$ cat config.mk
export PLATFORM = sky130hd
export DESIGN_NAME = rx_ring_writer
export DESIGN_NICKNAME = d
export VERILOG_FILES = /design/src/rtl/rx_ring_pkg.sv /design/src/rtl/rx_ring_dp.sv /design/src/rtl/rx_ring_ctrl.sv /design/src/rtl/rx_ring_writer.sv
export SDC_FILE = /design/constraint.sdc
export NUM_CORES = 1
export LEC_CHECK = 0
export ABC_AREA = 1
export BUFFER_PORTS_ARGS = -buffer_cell sky130_fd_sc_hd__buf_2
export CORE_MARGIN = 2
export CORE_UTILIZATION = 62
export CTS_CLUSTER_DIAMETER = 100
export DETAILED_ROUTE_END_ITERATION = 12
export PLACE_DENSITY = 0.82
export SLEW_MARGIN = 10
export SYNTH_ARGS = -nofsm -noshare
export SYNTH_HDL_FRONTEND = slang
export SYNTH_SLANG_ARGS = --single-unit
export TNS_END_PERCENT = 20
$ cat constraint.sdc
create_clock -name clk -period 4.2 [get_ports clk]
set_input_delay 0.42 -clock clk [delete_from_list [all_inputs] [get_ports clk]]
set_output_delay 0.42 -clock clk [all_outputs]
set_load 0.02 [all_outputs]
$ cat src/rtl/rx_ring_pkg.sv
package rx_ring_pkg;

  localparam int HDR_LEN = 6;

  typedef enum logic [1:0] {
    ST_IDLE,
    ST_DATA,
    ST_DROP,
    ST_HDR
  } ringState_t;

  // Strobes from control to datapath
  typedef struct packed {
    logic       holdStart;  // track bufStart while disabled
    logic       loadStart;  // open a new frame at hwWrPtr
    logic       takeByte;   // store one frame byte
    logic       loadEnd;    // latch next pointer and status
    logic       writeHdr;   // write one header byte
    logic [2:0] hdrIdx;     // which header byte
    logic       commit;     // publish the frame
  } ringCmd_t;

endpackage

$ cat src/rtl/rx_ring_dp.sv
module rx_ring_dp
  import rx_ring_pkg::*;
#(
  parameter int ADDR_W = 13
) (
  input  logic              clk,
  input  logic              rstN,
  input  ringCmd_t          cmd,
  input  logic [ADDR_W-1:0] bufStart,
  input  logic [ADDR_W-1:0] bufEnd,
  input  logic [ADDR_W-1:0] hostRdPtr,
  input  logic [7:0]        inData,
  input  logic              inRxOk,
  output logic              headerFits,
  output logic              spaceZero,
  output logic              padNeeded,
  output logic [ADDR_W-1:0] hwWrPtr,
  output logic              memWe,
  output logic [ADDR_W-1:0] memAddr,
  output logic [7:0]        memData
);

  localparam int SW = ADDR_W + 1;

  logic [ADDR_W-1:0] frameStart;
  logic [ADDR_W-1:0] writePtr;
  logic [ADDR_W-1:0] nextPtr;
  logic [SW-1:0]     spaceLeft;
  logic [15:0]       byteCount;
  logic [31:0]       statusVec;
  logic [SW-1:0]     ringSize;
  logic [SW-1:0]     freeSpace;
  logic [SW-1:0]     gap;
  logic [7:0]        hdrByte [HDR_LEN];
  logic [15:0]       nextPtr16;

  function automatic logic [ADDR_W-1:0] wrapAdd(
    input logic [ADDR_W-1:0] a,
    input logic [SW-1:0]     k,
    input logic [ADDR_W-1:0] lo,
    input logic [ADDR_W-1:0] hi
  );
    logic [SW-1:0] s;
    logic [SW-1:0] sz;
    sz = {1'b0, hi} - {1'b0, lo} + SW'(1);
    s  = {1'b0, a} + k;
    if (s > {1'b0, hi}) s = s - sz;
    return s[ADDR_W-1:0];
  endfunction

  // Free space from write pointer forward to host read pointer
  always_comb begin
    ringSize = {1'b0, bufEnd} - {1'b0, bufStart} + SW'(1);
    gap      = '0;
    if (hostRdPtr >= hwWrPtr) begin
      gap       = {1'b0, hostRdPtr} - {1'b0, hwWrPtr};
      freeSpace = (gap == '0) ? ringSize : gap;
    end else begin
      freeSpace = ringSize - ({1'b0, hwWrPtr} - {1'b0, hostRdPtr});
    end
  end

  assign headerFits = freeSpace > SW'(HDR_LEN);
  assign spaceZero  = (spaceLeft == '0);
  assign padNeeded  = writePtr[0];
  assign nextPtr16  = 16'(nextPtr);

  // Header byte order: pointer low, pointer high, status LSB..MSB
  generate
    for (genvar g = 0; g < HDR_LEN; g++) begin : g_hdr
      if (g < 2) begin : g_ptr
        assign hdrByte[g] = nextPtr16[8*g +: 8];
      end else begin : g_stat
        assign hdrByte[g] = statusVec[8*(g-2) +: 8];
      end
    end
  endgenerate

  always_ff @(posedge clk or negedge rstN) begin
    if (!rstN) begin
      hwWrPtr    <= '0;
      frameStart <= '0;
      writePtr   <= '0;
      nextPtr    <= '0;
      spaceLeft  <= '0;
      byteCount  <= '0;
      statusVec  <= '0;
      memWe      <= 1'b0;
      memAddr    <= '0;
      memData    <= '0;
    end else begin
      memWe <= 1'b0;
      if (cmd.holdStart) hwWrPtr <= bufStart;
      if (cmd.loadStart) begin
        frameStart <= hwWrPtr;
        writePtr   <= wrapAdd(hwWrPtr, SW'(HDR_LEN), bufStart, bufEnd);
        byteCount  <= '0;
        spaceLeft  <= freeSpace - SW'(HDR_LEN + 1);
      end
      if (cmd.takeByte) begin
        memWe     <= 1'b1;
        memAddr   <= writePtr;
        memData   <= inData;
        writePtr  <= wrapAdd(writePtr, SW'(1), bufStart, bufEnd);
        byteCount <= byteCount + 16'd1;
        spaceLeft <= spaceLeft - SW'(1);
      end
      if (cmd.loadEnd) begin
        nextPtr   <= writePtr[0] ? wrapAdd(writePtr, SW'(1), bufStart, bufEnd) : writePtr;
        statusVec <= {8'h00, inRxOk, 7'h00, byteCount};
      end
      if (cmd.writeHdr) begin
        memWe   <= 1'b1;
        memAddr <= wrapAdd(frameStart, SW'(cmd.hdrIdx), bufStart, bufEnd);
        memData <= hdrByte[cmd.hdrIdx];
      end
      if (cmd.commit) hwWrPtr <= nextPtr;
    end
  end

endmodule

$ cat src/rtl/rx_ring_ctrl.sv
module rx_ring_ctrl
  import rx_ring_pkg::*;
#(
  parameter int CNT_W = 8
) (
  input  logic             clk,
  input  logic             rstN,
  input  logic             rxEnable,
  input  logic             inStart,
  input  logic             inValid,
  input  logic             inEnd,
  input  logic             inAccept,
  input  logic             decPkt,
  input  logic             rxErrClr,
  input  logic             pktIntEn,
  input  logic             errIntEn,
  input  logic             globalIntEn,
  input  logic             headerFits,
  input  logic             spaceZero,
  input  logic             padNeeded,
  output ringCmd_t         cmd,
  output logic [CNT_W-1:0] pktCount,
  output logic             pktPending,
  output logic             rxErrFlag,
  output logic             irq
);

  localparam logic [2:0] LAST_HDR = 3'(HDR_LEN - 1);
  localparam logic [CNT_W-1:0] CNT_MAX = '1;

  ringState_t state, stateNxt;
  logic [2:0] hdrCnt, hdrCntNxt;
  logic       raiseErr;
  logic       cntUp, cntDown;

  always_comb begin
    cmd       = '0;
    stateNxt  = state;
    hdrCntNxt = hdrCnt;
    raiseErr  = 1'b0;
    unique case (state)
      ST_IDLE: begin
        cmd.holdStart = !rxEnable;
        if (rxEnable && inStart) begin
          cmd.loadStart = 1'b1;
          if (headerFits) begin
            stateNxt = ST_DATA;
          end else begin
            raiseErr = 1'b1;
            stateNxt = ST_DROP;
          end
        end
      end
      ST_DATA: begin
        if (inValid) begin
          if (spaceZero) begin
            raiseErr = 1'b1;
            stateNxt = ST_DROP;
          end else begin
            cmd.takeByte = 1'b1;
          end
        end else if (inEnd) begin
          if (!inAccept) begin
            stateNxt = ST_IDLE;
          end else if (padNeeded && spaceZero) begin
            raiseErr = 1'b1;
            stateNxt = ST_IDLE;
          end else begin
            cmd.loadEnd = 1'b1;
            hdrCntNxt   = '0;
            stateNxt    = ST_HDR;
          end
        end
      end
      ST_DROP: begin
        if (inEnd) stateNxt = ST_IDLE;
      end
      ST_HDR: begin
        cmd.writeHdr = 1'b1;
        cmd.hdrIdx   = hdrCnt;
        if (hdrCnt == LAST_HDR) begin
          cmd.commit = 1'b1;
          stateNxt   = ST_IDLE;
        end else begin
          hdrCntNxt = hdrCnt + 3'd1;
        end
      end
      default: stateNxt = ST_IDLE;
    endcase
  end

  assign cntUp   = cmd.commit && (pktCount != CNT_MAX);
  assign cntDown = decPkt && (pktCount != '0);

  always_ff @(posedge clk or negedge rstN) begin
    if (!rstN) begin
      state     <= ST_IDLE;
      hdrCnt    <= '0;
      pktCount  <= '0;
      rxErrFlag <= 1'b0;
    end else begin
      state  <= stateNxt;
      hdrCnt <= hdrCntNxt;
      if (cntUp && !cntDown) pktCount <= pktCount + 1'b1;
      else if (cntDown && !cntUp) pktCount <= pktCount - 1'b1;
      if (raiseErr) rxErrFlag <= 1'b1;
      else if (rxErrClr) rxErrFlag <= 1'b0;
    end
  end

  assign pktPending = (pktCount != '0);
  assign irq = globalIntEn && ((pktIntEn && pktPending) || (errIntEn && rxErrFlag));

endmodule

$ cat src/rtl/rx_ring_writer.sv
module rx_ring_writer
  import rx_ring_pkg::*;
#(
  parameter int ADDR_W = 13,
  parameter int CNT_W  = 8
) (
  input  logic              clk,
  input  logic              rstN,
  input  logic              rxEnable,
  input  logic [ADDR_W-1:0] bufStart,
  input  logic [ADDR_W-1:0] bufEnd,
  input  logic [ADDR_W-1:0] hostRdPtr,
  input  logic              inStart,
  input  logic              inValid,
  input  logic [7:0]        inData,
  input  logic              inEnd,
  input  logic              inAccept,
  input  logic              inRxOk,
  input  logic              decPkt,
  input  logic              rxErrClr,
  input  logic              pktIntEn,
  input  logic              errIntEn,
  input  logic              globalIntEn,
  output logic              memWe,
  output logic [ADDR_W-1:0] memAddr,
  output logic [7:0]        memData,
  output logic [ADDR_W-1:0] hwWrPtr,
  output logic [CNT_W-1:0]  pktCount,
  output logic              pktPending,
  output logic              rxErrFlag,
  output logic              irq
);

  ringCmd_t cmd;
  logic     headerFits, spaceZero, padNeeded;

  rx_ring_ctrl #(.CNT_W(CNT_W)) u_ctrl (
    .clk        (clk),
    .rstN       (rstN),
    .rxEnable   (rxEnable),
    .inStart    (inStart),
    .inValid    (inValid),
    .inEnd      (inEnd),
    .inAccept   (inAccept),
    .decPkt     (decPkt),
    .rxErrClr   (rxErrClr),
    .pktIntEn   (pktIntEn),
    .errIntEn   (errIntEn),
    .globalIntEn(globalIntEn),
    .headerFits (headerFits),
    .spaceZero  (spaceZero),
    .padNeeded  (padNeeded),
    .cmd        (cmd),
    .pktCount   (pktCount),
    .pktPending (pktPending),
    .rxErrFlag  (rxErrFlag),
    .irq        (irq)
  );

  rx_ring_dp #(.ADDR_W(ADDR_W)) u_dp (
    .clk       (clk),
    .rstN      (rstN),
    .cmd       (cmd),
    .bufStart  (bufStart),
    .bufEnd    (bufEnd),
    .hostRdPtr (hostRdPtr),
    .inData    (inData),
    .inRxOk    (inRxOk),
    .headerFits(headerFits),
    .spaceZero (spaceZero),
    .padNeeded (padNeeded),
    .hwWrPtr   (hwWrPtr),
    .memWe     (memWe),
    .memAddr   (memAddr),
    .memData   (memData)
  );

endmodule

# After elaboration in Yosys (flattened, before gate mapping)
# Cells that the tools add are included.
[totals]
word_cells = 140
ff_bits = 135
out_inout_bits = 46
inputBits = 60
[op_classes]
reduce_logical = 25
n_mux = 62
eq_ne = 15
addsub = 17
bitwise_logic = 1
n_lt_le_gt_ge = 6
[ops]
columns = ["operator", "n"]
rows = [
  ["13-bit two-way mux", 10],
  ["14-bit two-way mux", 4],
  ["8-bit two-way mux", 6],
  ["14-bit by 13-bit greater-than comparator with 1-bit output", 3],
  ["13-bit by 13-bit subtractor with 14-bit output", 3],
  ["13-bit subtractor", 3],
  ["16-bit two-way mux", 2],
  ["14-bit logical NOT", 2],
  ["8-bit binary-select mux with 3-bit select", 1],
  ["2-bit two-way mux", 11],
  ["1-bit two-way mux", 19],
  ["16-bit by 1-bit adder with 16-bit output, second input constant", 1],
  ["3-bit two-way mux", 5],
  ["13-bit by 1-bit adder with 14-bit output, second input constant", 1],
  ["13-bit by 3-bit adder with 14-bit output", 1],
  ["13-bit by 3-bit adder with 14-bit output, second input constant", 1],
  ["14-bit by 1-bit adder with 14-bit output, second input constant", 1],
  ["14-bit by 3-bit greater-than comparator with 1-bit output, second input constant", 1],
  ["14-bit by 1-bit subtractor with 14-bit output, second input constant", 1],
  ["14-bit subtractor", 1],
  ["14-bit by 3-bit subtractor with 14-bit output, second input constant", 1],
  ["13-bit >= comparator", 1],
  ["2-bit inequality test, second input constant", 6],
  ["2-bit nonzero test", 6],
  ["other kinds (23)", 35],
]

# Longest topological paths before layout
# Gate-level depths: netlist (run 1).
[logic_depth]
depth_word = 9
ltp_mapped = 32
mapped_depth_nobuf = 32

# Modules after synthesis
# A second synthesis (run 1) with hierarchy kept.
[hier_totals]
cells_unflattened = 2019
area_unflattened_um2 = 13797.0
[modules_own_cells]
columns = ["mod", "cells_per_inst", "n_inst", "seq_area_each_um2", "area_per_inst_um2"]
rows = [
  ["rx_ring_dp", 1847, 1, 3027.9, 12617.1],
  ["rx_ring_ctrl", 172, 1, 350.3, 1179.9],
]

# Least setup slack after synthesis (run 1)
# Ideal clock, no wire load.
[synth_timing]
kind = "input port to flip-flop"
from = "input bufEnd[1]"
to = "register u_ctrl.state[1]"
required_ns = 4.123
slack_ns = -0.021
n_path_buf = 0
cell_stages = 28
setup_ns = 0.077
arrival_ns = 4.143
cell_sequence = "inv_1 ha_1 inv_1 ha_1 inv_1 fa_1 inv_1 nand3_1 nand2_1 a21boi_0 o21bai_1 xor2_1 inv_1 fa_1 inv_1 ha_1 nand2_1 nor3_1 inv_1 o211ai_1 a31oi_1 inv_1 nand3_1 nand3_1 nand2_1 nor2_1 nand3_1 a21oi_1"
[synth_via]
elab_chain_len = 8
elab_cells_between_ends = 9
classes_between = "3 x add/sub; 1 x order compare; 5 x mux"
[synth_lines]
columns = ["element", "line", "rtl"]
rows = [
  ["start, declared", "rx_ring_writer.sv:11", "input logic [ADDR_W-1:0] bufEnd,"],
  ["13-bit by 13-bit subtractor with 14-bit output (*)", "--", ""],
  ["14-bit by 1-bit adder with 14-bit output (*)", "--", ""],
  ["14-bit subtractor / 14-bit two-way mux (equally long branches)", "rx_ring_dp.sv:59, rx_ring_dp.sv:57", ""],
  ["14-bit two-way mux (*)", "rx_ring_dp.sv:55", "if (hostRdPtr >= hwWrPtr) begin"],
  ["14-bit by 3-bit greater-than comparator with 1-bit output (*)", "rx_ring_dp.sv:63", "assign headerFits = freeSpace > SW'(HDR_LEN);"],
  ["2-bit two-way mux (*)", "rx_ring_ctrl.sv:46", "if (headerFits) begin"],
  ["2-bit two-way mux (*)", "rx_ring_ctrl.sv:44", "if (rxEnable && inStart) begin"],
  ["2-bit one-hot mux with 4 select lines (*)", "rx_ring_ctrl.sv:41", "unique case (state)"],
  ["end signal, assigned", "rx_ring_ctrl.sv:102", "state <= stateNxt;"],
  ["end, declared", "rx_ring_ctrl.sv:31", "ringState_t state, stateNxt;"],
]
# Every way passes the cells marked *; elsewhere a longest branch is shown, timed or not. The select of a mux whose other input is x is not followed.
# A chain may end at the register's enable or synchronous reset.

# Worst setup path after layout (run 1)
[layout_timing]
from = "input bufStart[1]"
to = "register u_dp.spaceLeft[12]"
[layout_via]
elab_chain_len = 7
elab_cells_between_ends = 8
classes_between = "4 x add/sub; 4 x mux"
[layout_lines]
columns = ["element", "line", "rtl"]
rows = [
  ["start, declared", "rx_ring_writer.sv:10", "input logic [ADDR_W-1:0] bufStart,"],
  ["13-bit by 13-bit subtractor with 14-bit output (*)", "--", ""],
  ["14-bit by 1-bit adder with 14-bit output (*)", "--", ""],
  ["14-bit subtractor / 14-bit two-way mux (equally long branches)", "rx_ring_dp.sv:59, rx_ring_dp.sv:57", ""],
  ["14-bit two-way mux (*)", "rx_ring_dp.sv:55", ""],
  ["14-bit by 3-bit subtractor with 14-bit output (*)", "rx_ring_dp.sv:98", "spaceLeft <= freeSpace - SW'(HDR_LEN + 1);"],
  ["14-bit two-way mux (*)", "rx_ring_dp.sv:94", "if (cmd.loadStart) begin"],
  ["14-bit two-way mux (*)", "rx_ring_dp.sv:100", "if (cmd.takeByte) begin"],
  ["end signal, assigned", "rx_ring_dp.sv:98", ""],
  ["end signal, assigned", "rx_ring_dp.sv:106", "spaceLeft <= spaceLeft - SW'(1);"],
  ["end, declared", "rx_ring_dp.sv:28", "logic [SW-1:0] spaceLeft;"],
]
# Marks and branches as above.

==> flow_results.xml, run 1 <==
<?xml version="1.0" encoding="UTF-8"?>
<metrics>
  <group name="run_status">
    <metric name="status" unit="">complete, but fails checks</metric>
    <metric name="violated_checks" unit="">setup timing</metric>
  </group>
  <group name="synthesis">
    <metric name="total_standard_cell_area_after_synthesis" unit="µm²">13600</metric>
    <metric name="avgSynthCellArea" unit="µm²">6.92</metric>
    <metric name="synth_edf_count" unit="">0</metric>
    <metric name="ys_seq_area_frac" unit="">0.249</metric>
    <metric name="async_flop_share" unit="">1.00</metric>
    <metric name="synth-warning-count" unit="">0</metric>
    <metric name="synth.most_common_cell" unit="">sky130_fd_sc_hd__nand2_1</metric>
    <metric name="synthDominantAreaCellType" unit="">sky130_fd_sc_hd__dfrtp_1</metric>
    <metric name="yosys_register_bits" unit="">135</metric>
    <metric name="yosysTopAreaCellShare" unit="">0.249</metric>
    <metric name="synthesis.nets" unit="">2189</metric>
    <metric name="netlist_top_cells_area" unit="">sky130_fd_sc_hd__dfrtp_1 (25%), sky130_fd_sc_hd__ha_1 (13%), sky130_fd_sc_hd__nand2_1 (12%)</metric>
    <metric name="post_synthesis_instance_total" unit="">1964</metric>
    <metric name="ys.flop_type" unit="">sky130_fd_sc_hd__dfrtp_1</metric>
    <metric name="yosys-top-cells-count" unit="">sky130_fd_sc_hd__nand2_1 (446), sky130_fd_sc_hd__inv_1 (300), sky130_fd_sc_hd__o21ai_0 (153)</metric>
    <metric name="synth_cell_type_count" unit="">54</metric>
  </group>
  <group name="routing">
    <metric name="drt-wirelength-per-cell" unit="µm">18.8</metric>
    <metric name="routed-via-count" unit="">14600</metric>
    <metric name="totalWireLength" unit="µm">46900</metric>
    <metric name="drc_errors" unit="">0</metric>
    <metric name="initialDrtViolationCount" unit="">1354</metric>
    <metric name="drt-pass1-iter-count" unit="">6</metric>
    <metric name="number_of_vias_per_cell" unit="">5.87</metric>
    <metric name="residual_antenna_violating_net_count_after_detailed_routing" unit="">0</metric>
  </group>
  <group name="timing">
    <metric name="fin_ws" unit="ns">-0.0125</metric>
    <metric name="max_slew_margin" unit="">0.274</metric>
    <metric name="timing.final.setup_violations" unit="">2</metric>
    <metric name="rsz0062_at_grt" unit="">true</metric>
    <metric name="final.setup.tns" unit="ns">-0.0149</metric>
    <metric name="finalHoldViolations" unit="">0</metric>
    <metric name="achievable-frequency" unit="MHz">237</metric>
    <metric name="slew_violations" unit="">0</metric>
    <metric name="worstMarginPinSlew" unit="ns">1.09</metric>
    <metric name="post-route-min-period" unit="ns">4.21</metric>
    <metric name="final_clock_skew" unit="ns">0.0151</metric>
    <metric name="final.period_utilization" unit="">1.00</metric>
  </group>
  <group name="layout">
    <metric name="fillers" unit="">1725</metric>
    <metric name="finalNonFillerCells" unit="">2491</metric>
    <metric name="layout-area-overhead-vs-synth" unit="%">21.1</metric>
    <metric name="sequential_cell_area" unit="µm²">3380</metric>
    <metric name="n_antenna_cell" unit="">0</metric>
    <metric name="layout-drive-gt1-share" unit="">0.198</metric>
    <metric name="multiInputGateArea" unit="µm²">9260</metric>
    <metric name="final_net_count" unit="">2423</metric>
  </group>
  <group name="worst_setup_path">
    <metric name="path_max_fanout" unit="">5</metric>
    <metric name="start_kind" unit="">input port</metric>
    <metric name="reg2reg_from" unit="">u_ctrl.state[0]</metric>
    <metric name="timing_worst_setup_path_type" unit="">in2reg</metric>
    <metric name="timing.reg2reg.worst_path_depth" unit="">23</metric>
    <metric name="slowest_delay" unit="ns">0.60</metric>
    <metric name="worst-endpoint-arrival" unit="ns">4.57</metric>
    <metric name="cp_capture_type" unit="">flip-flop</metric>
    <metric name="crit_slowest_cell" unit="">sky130_fd_sc_hd__fa_1</metric>
    <metric name="critical_path.startpoint" unit="">bufStart[1]</metric>
    <metric name="worstPathRequired" unit="ns">4.56</metric>
    <metric name="dominant_cell_type_by_count_on_the_critical_path" unit="">sky130_fd_sc_hd__nand2_2</metric>
  </group>
  <group name="clock_tree">
    <metric name="cts_hold_repair.buffers" unit="">0</metric>
    <metric name="cts_tree" unit="">built</metric>
    <metric name="clock_sinks" unit="">135</metric>
    <metric name="clock_tree.root_cell" unit="">sky130_fd_sc_hd__clkbuf_16</metric>
    <metric name="clk_path_buf_depth" unit="">2</metric>
    <metric name="clkSlewWorstSetupHoldPaths" unit="ns">0.07</metric>
    <metric name="ctsHtreeMaxLevel" unit="">4</metric>
    <metric name="clock_latency" unit="ns">0.43</metric>
    <metric name="cts_made_buffers" unit="">17</metric>
  </group>
  <group name="pwr">
    <metric name="power.internal" unit="W">0.00742</metric>
    <metric name="power.share.clock" unit="">0.098</metric>
    <metric name="seq_power_share" unit="">0.158</metric>
    <metric name="switching_share" unit="">0.537</metric>
    <metric name="power.switching" unit="W">0.00860</metric>
    <metric name="totalPowerFinal" unit="W">0.0160</metric>
    <metric name="cellPowerDensity" unit="nW/µm²">974</metric>
    <metric name="p_comb_frac" unit="">0.744</metric>
    <metric name="p_leak" unit="nW">8.53</metric>
    <metric name="power.ir.vdd_worst" unit="µV">652</metric>
  </group>
  <group name="placed_design">
    <metric name="detailedPlace.worstSlack" unit="ns">-0.506</metric>
    <metric name="number_of_buffer_cells_added_on_primary_ports" unit="">105</metric>
    <metric name="dp.cells" unit="">2450</metric>
    <metric name="dpl.hpwl" unit="µm">36600</metric>
    <metric name="gp_congestion" unit="">1.00</metric>
  </group>
  <group name="floorplan">
    <metric name="chipWidth" unit="µm">152</metric>
    <metric name="rows" unit="">54</metric>
    <metric name="placeable_core_region" unit="µm²">21700</metric>
    <metric name="start_util" unit="">0.627</metric>
    <metric name="dieArea" unit="µm²">23100</metric>
    <metric name="io_pins" unit="">106</metric>
    <metric name="die_h" unit="µm">152</metric>
  </group>
  <group name="global_routing">
    <metric name="globalRouteOverflowTotal" unit="">0</metric>
    <metric name="wire_length_of_the_first_global_routing_pass" unit="µm">73300</metric>
    <metric name="number_of_antenna_violations_at_the_first_check_in_global_routing" unit="">1</metric>
    <metric name="overall_routing_resource_usage" unit="">0.399</metric>
    <metric name="grt_pass1_vias" unit="">14000</metric>
    <metric name="grt_max_degree" unit="">84</metric>
  </group>
  <group name="job">
    <metric name="max_cap_violations" unit="">0</metric>
  </group>
  <group name="worst_hold_path">
    <metric name="timing.hold.worst.class" unit="">in2async</metric>
  </group>
</metrics>
## power groups by stage
stage | registers (W) | clock network (W) | logic [W]
4_1_cts | 0.00249 | 0.00155 | 0.0109
2_1_floorplan | 0.00256 | 0 | 0.00698
5_1_grt | 0.00258 | 0.00163 | 0.0131
6_report | 0.00253 | 0.00157 | 0.0119
3_5_place_dp | 0.00250 | 0 | 0.0108
3_3_place_gp | 0.00248 | 0 | 0.0105
## worst max-delay path: cells and delay by family
family                     cells  cell delay [ns]
adders and majority gates      5             1.74
and+or+nand+nor               14             1.42
buffers and inverters          7             0.51
AOI/OAI and AO/OA              2             0.24
xor gates and xnor gates       1             0.22
## sequential cells by signal, summed over array words and instances (netlist names)
name and count:
u_dp.frameStart 13, u_dp.memData 8, u_dp.spaceLeft 14, u_dp.writePtr 13
u_dp.memAddr 13, u_ctrl.state 2, u_ctrl.pktCount 8, u_dp.memWe 1
u_dp.statusVec 17, u_ctrl.rxErrFlag 1, u_ctrl.hdrCnt 3, u_dp.hwWrPtr 13
u_dp.byteCount 16, u_dp.nextPtr 13
## routing by layer
metal,GRT usage,vias to the layer above,routed length [µm],part of all wire
li1,-,6974,-,-
met2,0.639,693,21400,0.46
met1,0.542,6817,19500,0.42
met5,0,-,0,0
met4,0.164,0,2030,0.043
met3,0.0610,133,3950,0.084
## cells by family (layout without fill, tap and decap cells)
family | after synthesis | after routing | share of synthesized area
buffers and inverters | 355 | 602 | 0.0997
AOI/OAI and AO/OA | 416 | 416 | 0.178
xor gates and xnor gates | 80 | 80 | 0.0515
DFF | 135 | 135 | 0.249
and+or+nand+nor | 813 | 813 | 0.259
adders and majority gates | 165 | 165 | 0.163
## final timing paths
check	end	slack, ns
setup / recovery	u_dp.spaceLeft[12]	-0.01
hold / removal	u_dp.spaceLeft[9]	0.02
max in group asynchronous	u_ctrl.pktCount[4]	3.18
setup reg to reg	u_dp.memAddr[0]	0.29
hold reg to reg	u_dp.statusVec[0]	0.47
min in group clk	u_dp.statusVec[23]	0.22
## layout by cell type, fill, tap and decap left out, drive strengths merged, types with 2 or more instances in the layout
master	Yosys	routed
nand4	24	24
and2	2	2
nand3	121	121
o211ai	23	23
or2	6	6
a21boi	6	6
a21o	3	3
buf	13	259
o221ai	27	27
xor2	58	58
nand2	464	464
nor3	23	23
inv	309	317
o31ai	3	3
nand3b	5	5
nor2	158	158
ha	145	145
clkbuf	31	17
fa	20	20
clkinv	2	6
o21ai	165	165
a21oi	135	135
xnor2	22	22
nor4	8	8
clkinvlp	0	2
o21a	10	10
a31oi	11	11
o21bai	16	16
dfrtp	135	135
o22ai	9	9
o32ai	2	2
## per-stage QoR
stage	utilization	hold WS [ns]	area, µm²
4_1_cts	0.738	0.0734	16000
2_1_floorplan	-	0.124	13600
3_3_place_gp	0.709	0.455	15400
5_1_grt	0.759	0.0928	16500
6_report	0.759	0.0166	16500
3_5_place_dp	0.709	0.459	15400
## area by class of cell
class,count,area share
inverters,311,0.0712
clock inverters,15,0.0108
multi-input cells,1474,0.563
well taps,280,0.0213
repair buffers,259,0.103
flip-flops and latches,135,0.205
clock buffers,17,0.0259
## repair_timing
action	4_1_cts	5_1_grt
setup buffers	1	9
gates resized for setup	3	97
setup endpoints to repair	4	31
pin swaps	2	48
Note: power is estimated with default switching activity, not from simulation.
==> inputs of run 2 (changes only) <==
--- a/config.mk
+++ b/config.mk
@@ -7,11 +7,13 @@
 export LEC_CHECK = 0
 export ABC_AREA = 1
 export BUFFER_PORTS_ARGS = -buffer_cell sky130_fd_sc_hd__buf_2
+export CELL_PAD_IN_SITES_DETAIL_PLACEMENT = 2
+export CELL_PAD_IN_SITES_GLOBAL_PLACEMENT = 2
 export CORE_MARGIN = 2
-export CORE_UTILIZATION = 62
+export CORE_UTILIZATION = 35
 export CTS_CLUSTER_DIAMETER = 100
 export DETAILED_ROUTE_END_ITERATION = 12
-export PLACE_DENSITY = 0.82
+export PLACE_DENSITY_LB_ADDON = 0.1
 export SLEW_MARGIN = 10
 export SYNTH_ARGS = -nofsm -noshare
 export SYNTH_HDL_FRONTEND = slang
==> run 2 against run 1 <==
  * First-iteration DRC count is 19% lower
  * Non-clock buffer count rose by 78
  * The flow still finishes with violations (setup timing)
  * Utilization decreased by 30 points
  * Clock skew grew 0.0047 ns
  * Register-to-register slack got worse by 0.50 ns
  * Global-route usage shrank 7.5 points
  * Design area up 7.8%
  * Clock-buffer cell count increased by 1
  * Via count increased by 13%
  * Largest cell class unchanged
==> flow_results.xml, run 2 (synthesis results as in run 1) <==
<?xml version="1.0" encoding="UTF-8"?>
<metrics>
  <group name="pwr">
    <metric name="cellPowerDensity" unit="nW/µm²">1100</metric>
    <metric name="power.ir.vdd_worst" unit="µV">658</metric>
    <metric name="p_leak" unit="nW">8.97</metric>
    <metric name="totalPowerFinal" unit="W">0.0195</metric>
  </group>
  <group name="worst_setup_path">
    <metric name="path_max_fanout" unit="">4</metric>
    <metric name="dominant_cell_type_by_count_on_the_critical_path" unit="">sky130_fd_sc_hd__inv_1</metric>
    <metric name="start_kind" unit="">input port</metric>
    <metric name="worstSetupEndpoint" unit="">u_ctrl.state[0]</metric>
    <metric name="critical_path.startpoint" unit="">bufStart[5]</metric>
    <metric name="timing_worst_setup_path_type" unit="">in2reg</metric>
    <metric name="r2r_slack" unit="ns">-0.21</metric>
    <metric name="cp_capture_type" unit="">flip-flop</metric>
    <metric name="timing.reg2reg.worst_path_depth" unit="">22</metric>
    <metric name="crit_slowest_cell" unit="">sky130_fd_sc_hd__fa_1</metric>
    <metric name="slowest_delay" unit="ns">0.57</metric>
    <metric name="reg2reg_from" unit="">u_dp.hwWrPtr[2]</metric>
    <metric name="worstReg2RegEnd" unit="">u_dp.writePtr[4]</metric>
    <metric name="worst-endpoint-arrival" unit="ns">5.08</metric>
    <metric name="worstPathRequired" unit="ns">4.60</metric>
  </group>
  <group name="global_routing">
    <metric name="grt_max_degree" unit="">82</metric>
    <metric name="globalRouteOverflowTotal" unit="">0</metric>
    <metric name="wire_length_of_the_first_global_routing_pass" unit="µm">100000</metric>
    <metric name="overall_routing_resource_usage" unit="">0.324</metric>
    <metric name="grt_pass1_vias" unit="">17300</metric>
    <metric name="number_of_antenna_violations_at_the_first_check_in_global_routing" unit="">2</metric>
  </group>
  <group name="floorplan">
    <metric name="dieArea" unit="µm²">40400</metric>
    <metric name="rows" unit="">72</metric>
    <metric name="die_h" unit="µm">201</metric>
    <metric name="chipWidth" unit="µm">201</metric>
    <metric name="io_pins" unit="">106</metric>
    <metric name="start_util" unit="">0.353</metric>
    <metric name="placeable_core_region" unit="µm²">38500</metric>
  </group>
  <group name="timing">
    <metric name="slew_violations" unit="">0</metric>
    <metric name="final_clock_skew" unit="ns">0.0199</metric>
    <metric name="final.period_utilization" unit="">1.11</metric>
    <metric name="achievable-frequency" unit="MHz">214</metric>
    <metric name="finalHoldViolations" unit="">0</metric>
    <metric name="max_slew_margin" unit="">0.0605</metric>
    <metric name="post-route-min-period" unit="ns">4.68</metric>
    <metric name="final.setup.tns" unit="ns">-4.72</metric>
    <metric name="timing.final.setup_violations" unit="">32</metric>
    <metric name="worstMarginPinSlew" unit="ns">1.37</metric>
    <metric name="fin_ws" unit="ns">-0.482</metric>
    <metric name="rsz0062_at_grt" unit="">true</metric>
  </group>
  <group name="layout">
    <metric name="final_net_count" unit="">2502</metric>
    <metric name="finalCoreUtilization" unit="">0.461</metric>
    <metric name="layout_commonest_cell" unit="">sky130_fd_sc_hd__nand2_1</metric>
    <metric name="largest_register_ff_count" unit="">17</metric>
    <metric name="fillers" unit="">4498</metric>
    <metric name="layout-area-overhead-vs-synth" unit="%">30.4</metric>
    <metric name="finalNonFillerCells" unit="">2808</metric>
    <metric name="n_antenna_cell" unit="">0</metric>
    <metric name="mostFrequentLayoutCells" unit="">sky130_fd_sc_hd__nand2_1 (410), sky130_fd_sc_hd__inv_1 (287), sky130_fd_sc_hd__buf_4 (225), sky130_fd_sc_hd__o21ai_0 (134), sky130_fd_sc_hd__dfrtp_1 (134)</metric>
    <metric name="largestRegisters" unit="">u_dp.statusVec: 17 flops, u_dp.byteCount: 16 flops, u_dp.spaceLeft: 14 flops</metric>
    <metric name="largest-register" unit="">u_dp.statusVec</metric>
    <metric name="layout-drive-gt1-share" unit="">0.245</metric>
    <metric name="design_area" unit="µm²">17700</metric>
  </group>
  <group name="routing">
    <metric name="drc_errors" unit="">0</metric>
    <metric name="totalWireLength" unit="µm">80900</metric>
    <metric name="number_of_vias_per_cell" unit="">5.87</metric>
    <metric name="initialDrtViolationCount" unit="">1099</metric>
    <metric name="drt-pass1-iter-count" unit="">6</metric>
    <metric name="residual_antenna_violating_net_count_after_detailed_routing" unit="">0</metric>
    <metric name="routed-via-count" unit="">16500</metric>
    <metric name="drt-wirelength-per-cell" unit="µm">28.8</metric>
  </group>
  <group name="run_status">
    <metric name="status" unit="">complete, but fails checks</metric>
    <metric name="violated_checks" unit="">setup timing</metric>
  </group>
  <group name="clock_tree">
    <metric name="cts_made_buffers" unit="">17</metric>
    <metric name="cts_tree" unit="">built</metric>
    <metric name="clk_path_buf_depth" unit="">2</metric>
    <metric name="ctsHtreeMaxLevel" unit="">4</metric>
    <metric name="clkSlewWorstSetupHoldPaths" unit="ns">0.07</metric>
    <metric name="clock_sinks" unit="">135</metric>
    <metric name="clock_tree.root_cell" unit="">sky130_fd_sc_hd__clkbuf_16</metric>
    <metric name="clock_latency" unit="ns">0.48</metric>
  </group>
  <group name="placed_design">
    <metric name="number_of_buffer_cells_added_on_primary_ports" unit="">105</metric>
    <metric name="dpl.hpwl" unit="µm">51700</metric>
    <metric name="dp.cells" unit="">2742</metric>
    <metric name="dpl_cell_area" unit="µm²">16100</metric>
    <metric name="gp_congestion" unit="">0.915</metric>
  </group>
  <group name="job">
    <metric name="max_cap_violations" unit="">0</metric>
  </group>
  <group name="worst_hold_path">
    <metric name="timing.hold.worst.class" unit="">in2reg</metric>
  </group>
</metrics>
==> run 2: cell count changes in the layout (fill, tap and decap cells not counted), moves of 9 or more <==
cell | previous run | this run
sky130_fd_sc_hd__buf_4 | 153 | 225
sky130_fd_sc_hd__nand2_2 | 35 | 44
sky130_fd_sc_hd__o21ai_1 | 13 | 29
sky130_fd_sc_hd__o21ai_0 | 149 | 134
sky130_fd_sc_hd__nand2_1 | 424 | 410
sky130_fd_sc_hd__nor2_1 | 136 | 127
==> run 2: how the worst min path moves through the flow <==
stage,start,endpoint,depth (start not counted)
after floorplan,rstN,u_ctrl.hdrCnt[0],0
after global placement,rstN,u_dp.hwWrPtr[11],1
after detailed placement,rstN,u_dp.hwWrPtr[12],1
after CTS,inRxOk,u_dp.statusVec[23],3
after global routing,rxErrClr,u_ctrl.rxErrFlag,2
final,rxErrClr,u_ctrl.rxErrFlag,2
==> run 2: metal layers <==
layer,GRT usage,vias up,routed length [µm]
li1,-,7108,-
met1,0.391,8405,30800
met2,0.560,665,39700
met3,0.0334,312,3960
met4,0.188,0,6410
met5,0,-,0
==> run 2: where the power goes <==
group	switching [W]	total, W	internal, W
sequential	0.000682	0.00257	0.00188
combinational	0.00970	0.0152	0.00551
clock	0.000755	0.00172	0.000967
total	0.0111	0.0195	0.00836
==> run 2: timing repair <==
item / in CTS / in global routing
buffers inserted: 6 / 26
resized for setup: 30 / 170
pin swaps: 11 / 74
hold buffers: 1 / 0
gates cloned: 0 / 1
endpoints found under the setup margin: 30 / 45
hold endpoints to repair: 32 / 0
==> run 2: critical path: cells and delay by family <==
kind,cells,cell delay (ns)
fa+ha+maj,4,1.46
buf+inv,10,1.19
simple gates,9,1.05
compound gates,4,0.73
xor+xnor,1,0.23
==> run 2: through the flow <==
step                hold WS (ns)  setup slack (ns)
floorplan                  0.124           -0.0130
global placement           0.446            -0.474
detailed placement         0.455            -0.807
CTS                        0.196           -0.0912
global route               0.186            -0.572
finish                     0.180            -0.482
==> run 2: layout make-up <==
cell class | count | area, µm² | share of cell area
clock buffer | 18 | 439 | 0.0248
clock inverter | 14 | 190 | 0.0107
inverter | 311 | 1190 | 0.0669
multi-input combinational | 1474 | 9550 | 0.538
sequential | 135 | 3380 | 0.191
tap | 518 | 648 | 0.0366
timing repair buffer | 337 | 2330 | 0.132
timing repair inverter | 1 | 7.51 | 0.000423
==> inputs of run 3 (changes only) <==
==> constraint.sdc (replaced) <==
create_clock -name clk -period 4.2 [get_ports clk]
set_input_delay 0.21 -clock clk [delete_from_list [all_inputs] [get_ports clk]]
set_output_delay 0.21 -clock clk [all_outputs]
set_load 0.02 [all_outputs]
==> run 3 against run 2 <==
  * The run now ends clean
  * Sequential cell count did not move
  * Sequential power fell by 4%
  * Utilization fell by 1.7 points
  * Combinational power fell by 14%
  * Routed wire length fell by 21%
  * Sequential share of layout area rose by 0.74 points
  * Critical path depth fell by 5
  * Critical path type is now reg2reg
==> flow_results.xml, run 3 (synthesis results as in run 1) <==
<?xml version="1.0" encoding="UTF-8"?>
<metrics>
  <group name="run_status">
    <metric name="status" unit="">finished clean</metric>
  </group>
  <group name="layout">
    <metric name="mostFrequentLayoutCells" unit="">sky130_fd_sc_hd__nand2_1 (430), sky130_fd_sc_hd__inv_1 (293), sky130_fd_sc_hd__buf_4 (190), sky130_fd_sc_hd__o21ai_0 (147), sky130_fd_sc_hd__ha_1 (136)</metric>
    <metric name="layout-drive-gt1-share" unit="">0.206</metric>
    <metric name="finalCoreUtilization" unit="">0.444</metric>
    <metric name="largest-register" unit="">u_dp.statusVec</metric>
    <metric name="largest_register_ff_count" unit="">17</metric>
    <metric name="layout-area-overhead-vs-synth" unit="%">25.6</metric>
    <metric name="largestRegisters" unit="">u_dp.statusVec: 17 flops, u_dp.byteCount: 16 flops, u_dp.spaceLeft: 14 flops</metric>
    <metric name="final_net_count" unit="">2467</metric>
    <metric name="finalNonFillerCells" unit="">2773</metric>
    <metric name="design_area" unit="µm²">17100</metric>
    <metric name="layout_commonest_cell" unit="">sky130_fd_sc_hd__nand2_1</metric>
    <metric name="n_antenna_cell" unit="">0</metric>
  </group>
  <group name="placed_design">
    <metric name="dpl_cell_area" unit="µm²">16000</metric>
    <metric name="detailedPlace.worstSlack" unit="ns">-0.566</metric>
    <metric name="dp.cells" unit="">2727</metric>
    <metric name="dpl.hpwl" unit="µm">50900</metric>
    <metric name="number_of_buffer_cells_added_on_primary_ports" unit="">105</metric>
    <metric name="gp_congestion" unit="">0.930</metric>
  </group>
  <group name="worst_setup_path">
    <metric name="worstPathRequired" unit="ns">4.54</metric>
    <metric name="worst-endpoint-arrival" unit="ns">4.49</metric>
    <metric name="path_max_fanout" unit="">10</metric>
    <metric name="cp_capture_type" unit="">flip-flop</metric>
    <metric name="timing_worst_setup_path_type" unit="">reg2reg</metric>
    <metric name="start_kind" unit="">flip-flop</metric>
  </group>
  <group name="pwr">
    <metric name="power.switching" unit="W">0.00942</metric>
    <metric name="seq_power_share" unit="">0.143</metric>
    <metric name="power.internal" unit="W">0.00781</metric>
    <metric name="power.share.clock" unit="">0.098</metric>
    <metric name="p_leak" unit="nW">8.74</metric>
    <metric name="cellPowerDensity" unit="nW/µm²">1010</metric>
    <metric name="totalPowerFinal" unit="W">0.0172</metric>
    <metric name="power.ir.vdd_worst" unit="µV">657</metric>
    <metric name="p_comb_frac" unit="">0.759</metric>
    <metric name="switching_share" unit="">0.547</metric>
  </group>
  <group name="timing">
    <metric name="final.period_utilization" unit="">0.988</metric>
    <metric name="achievable-frequency" unit="MHz">241</metric>
    <metric name="timing.final.setup_violations" unit="">0</metric>
    <metric name="slew_violations" unit="">0</metric>
    <metric name="post-route-min-period" unit="ns">4.15</metric>
    <metric name="max_slew_margin" unit="">0.0795</metric>
    <metric name="final_clock_skew" unit="ns">0.0134</metric>
    <metric name="fin_ws" unit="ns">0.0524</metric>
    <metric name="worstMarginPinSlew" unit="ns">1.35</metric>
    <metric name="finalHoldViolations" unit="">0</metric>
  </group>
  <group name="routing">
    <metric name="drc_errors" unit="">0</metric>
    <metric name="drt-pass1-iter-count" unit="">6</metric>
    <metric name="totalWireLength" unit="µm">63900</metric>
    <metric name="routed-via-count" unit="">15000</metric>
    <metric name="number_of_vias_per_cell" unit="">5.42</metric>
    <metric name="residual_antenna_violating_net_count_after_detailed_routing" unit="">0</metric>
    <metric name="initialDrtViolationCount" unit="">726</metric>
    <metric name="drt-wirelength-per-cell" unit="µm">23.1</metric>
  </group>
  <group name="global_routing">
    <metric name="grt_pass1_vias" unit="">16800</metric>
    <metric name="number_of_antenna_violations_at_the_first_check_in_global_routing" unit="">0</metric>
    <metric name="globalRouteOverflowTotal" unit="">0</metric>
    <metric name="wire_length_of_the_first_global_routing_pass" unit="µm">96700</metric>
    <metric name="overall_routing_resource_usage" unit="">0.311</metric>
    <metric name="grt_max_degree" unit="">73</metric>
  </group>
  <group name="clock_tree">
    <metric name="cts_tree" unit="">built</metric>
    <metric name="clk_path_buf_depth" unit="">2</metric>
    <metric name="ctsHtreeMaxLevel" unit="">4</metric>
    <metric name="clock_latency" unit="ns">0.46</metric>
    <metric name="clock_sinks" unit="">135</metric>
    <metric name="cts_made_buffers" unit="">17</metric>
    <metric name="clkSlewWorstSetupHoldPaths" unit="ns">0.07</metric>
    <metric name="clock_tree.root_cell" unit="">sky130_fd_sc_hd__clkbuf_16</metric>
  </group>
  <group name="floorplan">
    <metric name="dieArea" unit="µm²">40400</metric>
    <metric name="io_pins" unit="">106</metric>
    <metric name="placeable_core_region" unit="µm²">38500</metric>
    <metric name="start_util" unit="">0.353</metric>
    <metric name="die_h" unit="µm">201</metric>
    <metric name="chipWidth" unit="µm">201</metric>
    <metric name="rows" unit="">72</metric>
  </group>
  <group name="job">
    <metric name="max_cap_violations" unit="">0</metric>
  </group>
  <group name="worst_hold_path">
    <metric name="timing.hold.worst.class" unit="">in2reg</metric>
  </group>
</metrics>
run 3: cell types whose count changed in the layout (fill, tap and decap cells not counted), moves of 7 or more:
cell / before / now
sky130_fd_sc_hd__o21ai_1: 29 / 16
sky130_fd_sc_hd__ha_1: 129 / 136
sky130_fd_sc_hd__o21ai_0: 134 / 147
sky130_fd_sc_hd__nand2_2: 44 / 31
sky130_fd_sc_hd__nand2_1: 410 / 430
sky130_fd_sc_hd__nand2_4: 10 / 3
sky130_fd_sc_hd__buf_4: 225 / 190
sky130_fd_sc_hd__a21oi_1: 116 / 124
run 3: critical path: stages (launching register included):
cell,delay (ns)
sky130_fd_sc_hd__dfrtp_1,0.39
sky130_fd_sc_hd__nand2_2,0.12
sky130_fd_sc_hd__buf_8,0.17
sky130_fd_sc_hd__nor2_2,0.30
sky130_fd_sc_hd__ha_4,0.28
sky130_fd_sc_hd__nand3_1,0.11
sky130_fd_sc_hd__nand3_1,0.12
sky130_fd_sc_hd__xor2_1,0.21
sky130_fd_sc_hd__inv_1,0.11
sky130_fd_sc_hd__ha_1,0.33
sky130_fd_sc_hd__nand2_1,0.05
sky130_fd_sc_hd__o21ai_0,0.24
sky130_fd_sc_hd__a21oi_1,0.11
sky130_fd_sc_hd__o21bai_1,0.20
sky130_fd_sc_hd__a21boi_1,0.12
sky130_fd_sc_hd__o21ai_0,0.25
sky130_fd_sc_hd__nand2_1,0.12
sky130_fd_sc_hd__nand2_1,0.09
sky130_fd_sc_hd__a21oi_1,0.07
sky130_fd_sc_hd__xor2_1,0.14
sky130_fd_sc_hd__nand2_1,0.07
sky130_fd_sc_hd__nand3_1,0.19
sky130_fd_sc_hd__nand2_1,0.16
sky130_fd_sc_hd__nand2_1,0.06
run 3: area by class of cell:
cell class | instances | area, µm²
Sequential cell | 135 | 3380
Clock buffer | 17 | 425
Multi-Input combinational cell | 1474 | 9170
Timing Repair Buffer | 302 | 2060
Clock inverter | 15 | 205
Inverter | 311 | 1180
Tap cell | 518 | 648
Fill cell | 4626 | 21400
Timing Repair inverter | 1 | 7.51
run 3: power by group through the flow:
stage / clock network [W] / logic, W / registers (W)
2_1_floorplan: 0 / 0.00697 / 0.00256
3_3_place_gp: 0 / 0.0116 / 0.00241
3_5_place_dp: 0 / 0.0122 / 0.00244
4_1_cts: 0.00172 / 0.0124 / 0.00244
5_1_grt: 0.00176 / 0.0143 / 0.00254
6_report: 0.00169 / 0.0131 / 0.00246
run 3: path summary, 6_finish.rpt:
check | from | to | slack (ns) | depth (start not counted)
hold reg to reg | u_dp.memData[5] | u_dp.memData[5] | 0.48 | 2
min in group asynchronous | rstN | u_dp.frameStart[11] | 0.31 | 2
max in group asynchronous | rstN | u_dp.statusVec[8] | 2.95 | 3
setup reg to reg | u_ctrl.state[1] | u_dp.memAddr[12] | 0.05 | 23
hold / removal | inData[4] | u_dp.memData[4] | 0.01 | 3
setup / recovery | u_ctrl.state[1] | u_dp.memAddr[12] | 0.05 | 23
run 3: what timing repair did:
item                                    CTS  global route
hold endpoints to repair                 65             0
cloned                                    0             1
hold buffers                              3             0
setup buffers                             4             7
endpoints found under the setup margin   20            44
pin swaps                                 4            29
gates resized for setup                  12            78
run 3: routing by layer:
layer  vias to the layer above  track usage  wire [µm]
met5                         -            0          0
met4                         0        0.136       2790
met3                       108       0.0286       1950
met2                       284        0.550      31900
met1                      7602        0.385      27300
li1                       7039            -          -
run 3: metrics by stage:
stage	hold slack (ns)	TNS (ns)
global route	0.0181	-1.16
global placement	0.245	-1.78
CTS	0.00548	0
floorplan	-0.0856	0
finish	0.0113	0
detailed placement	0.247	-6.53
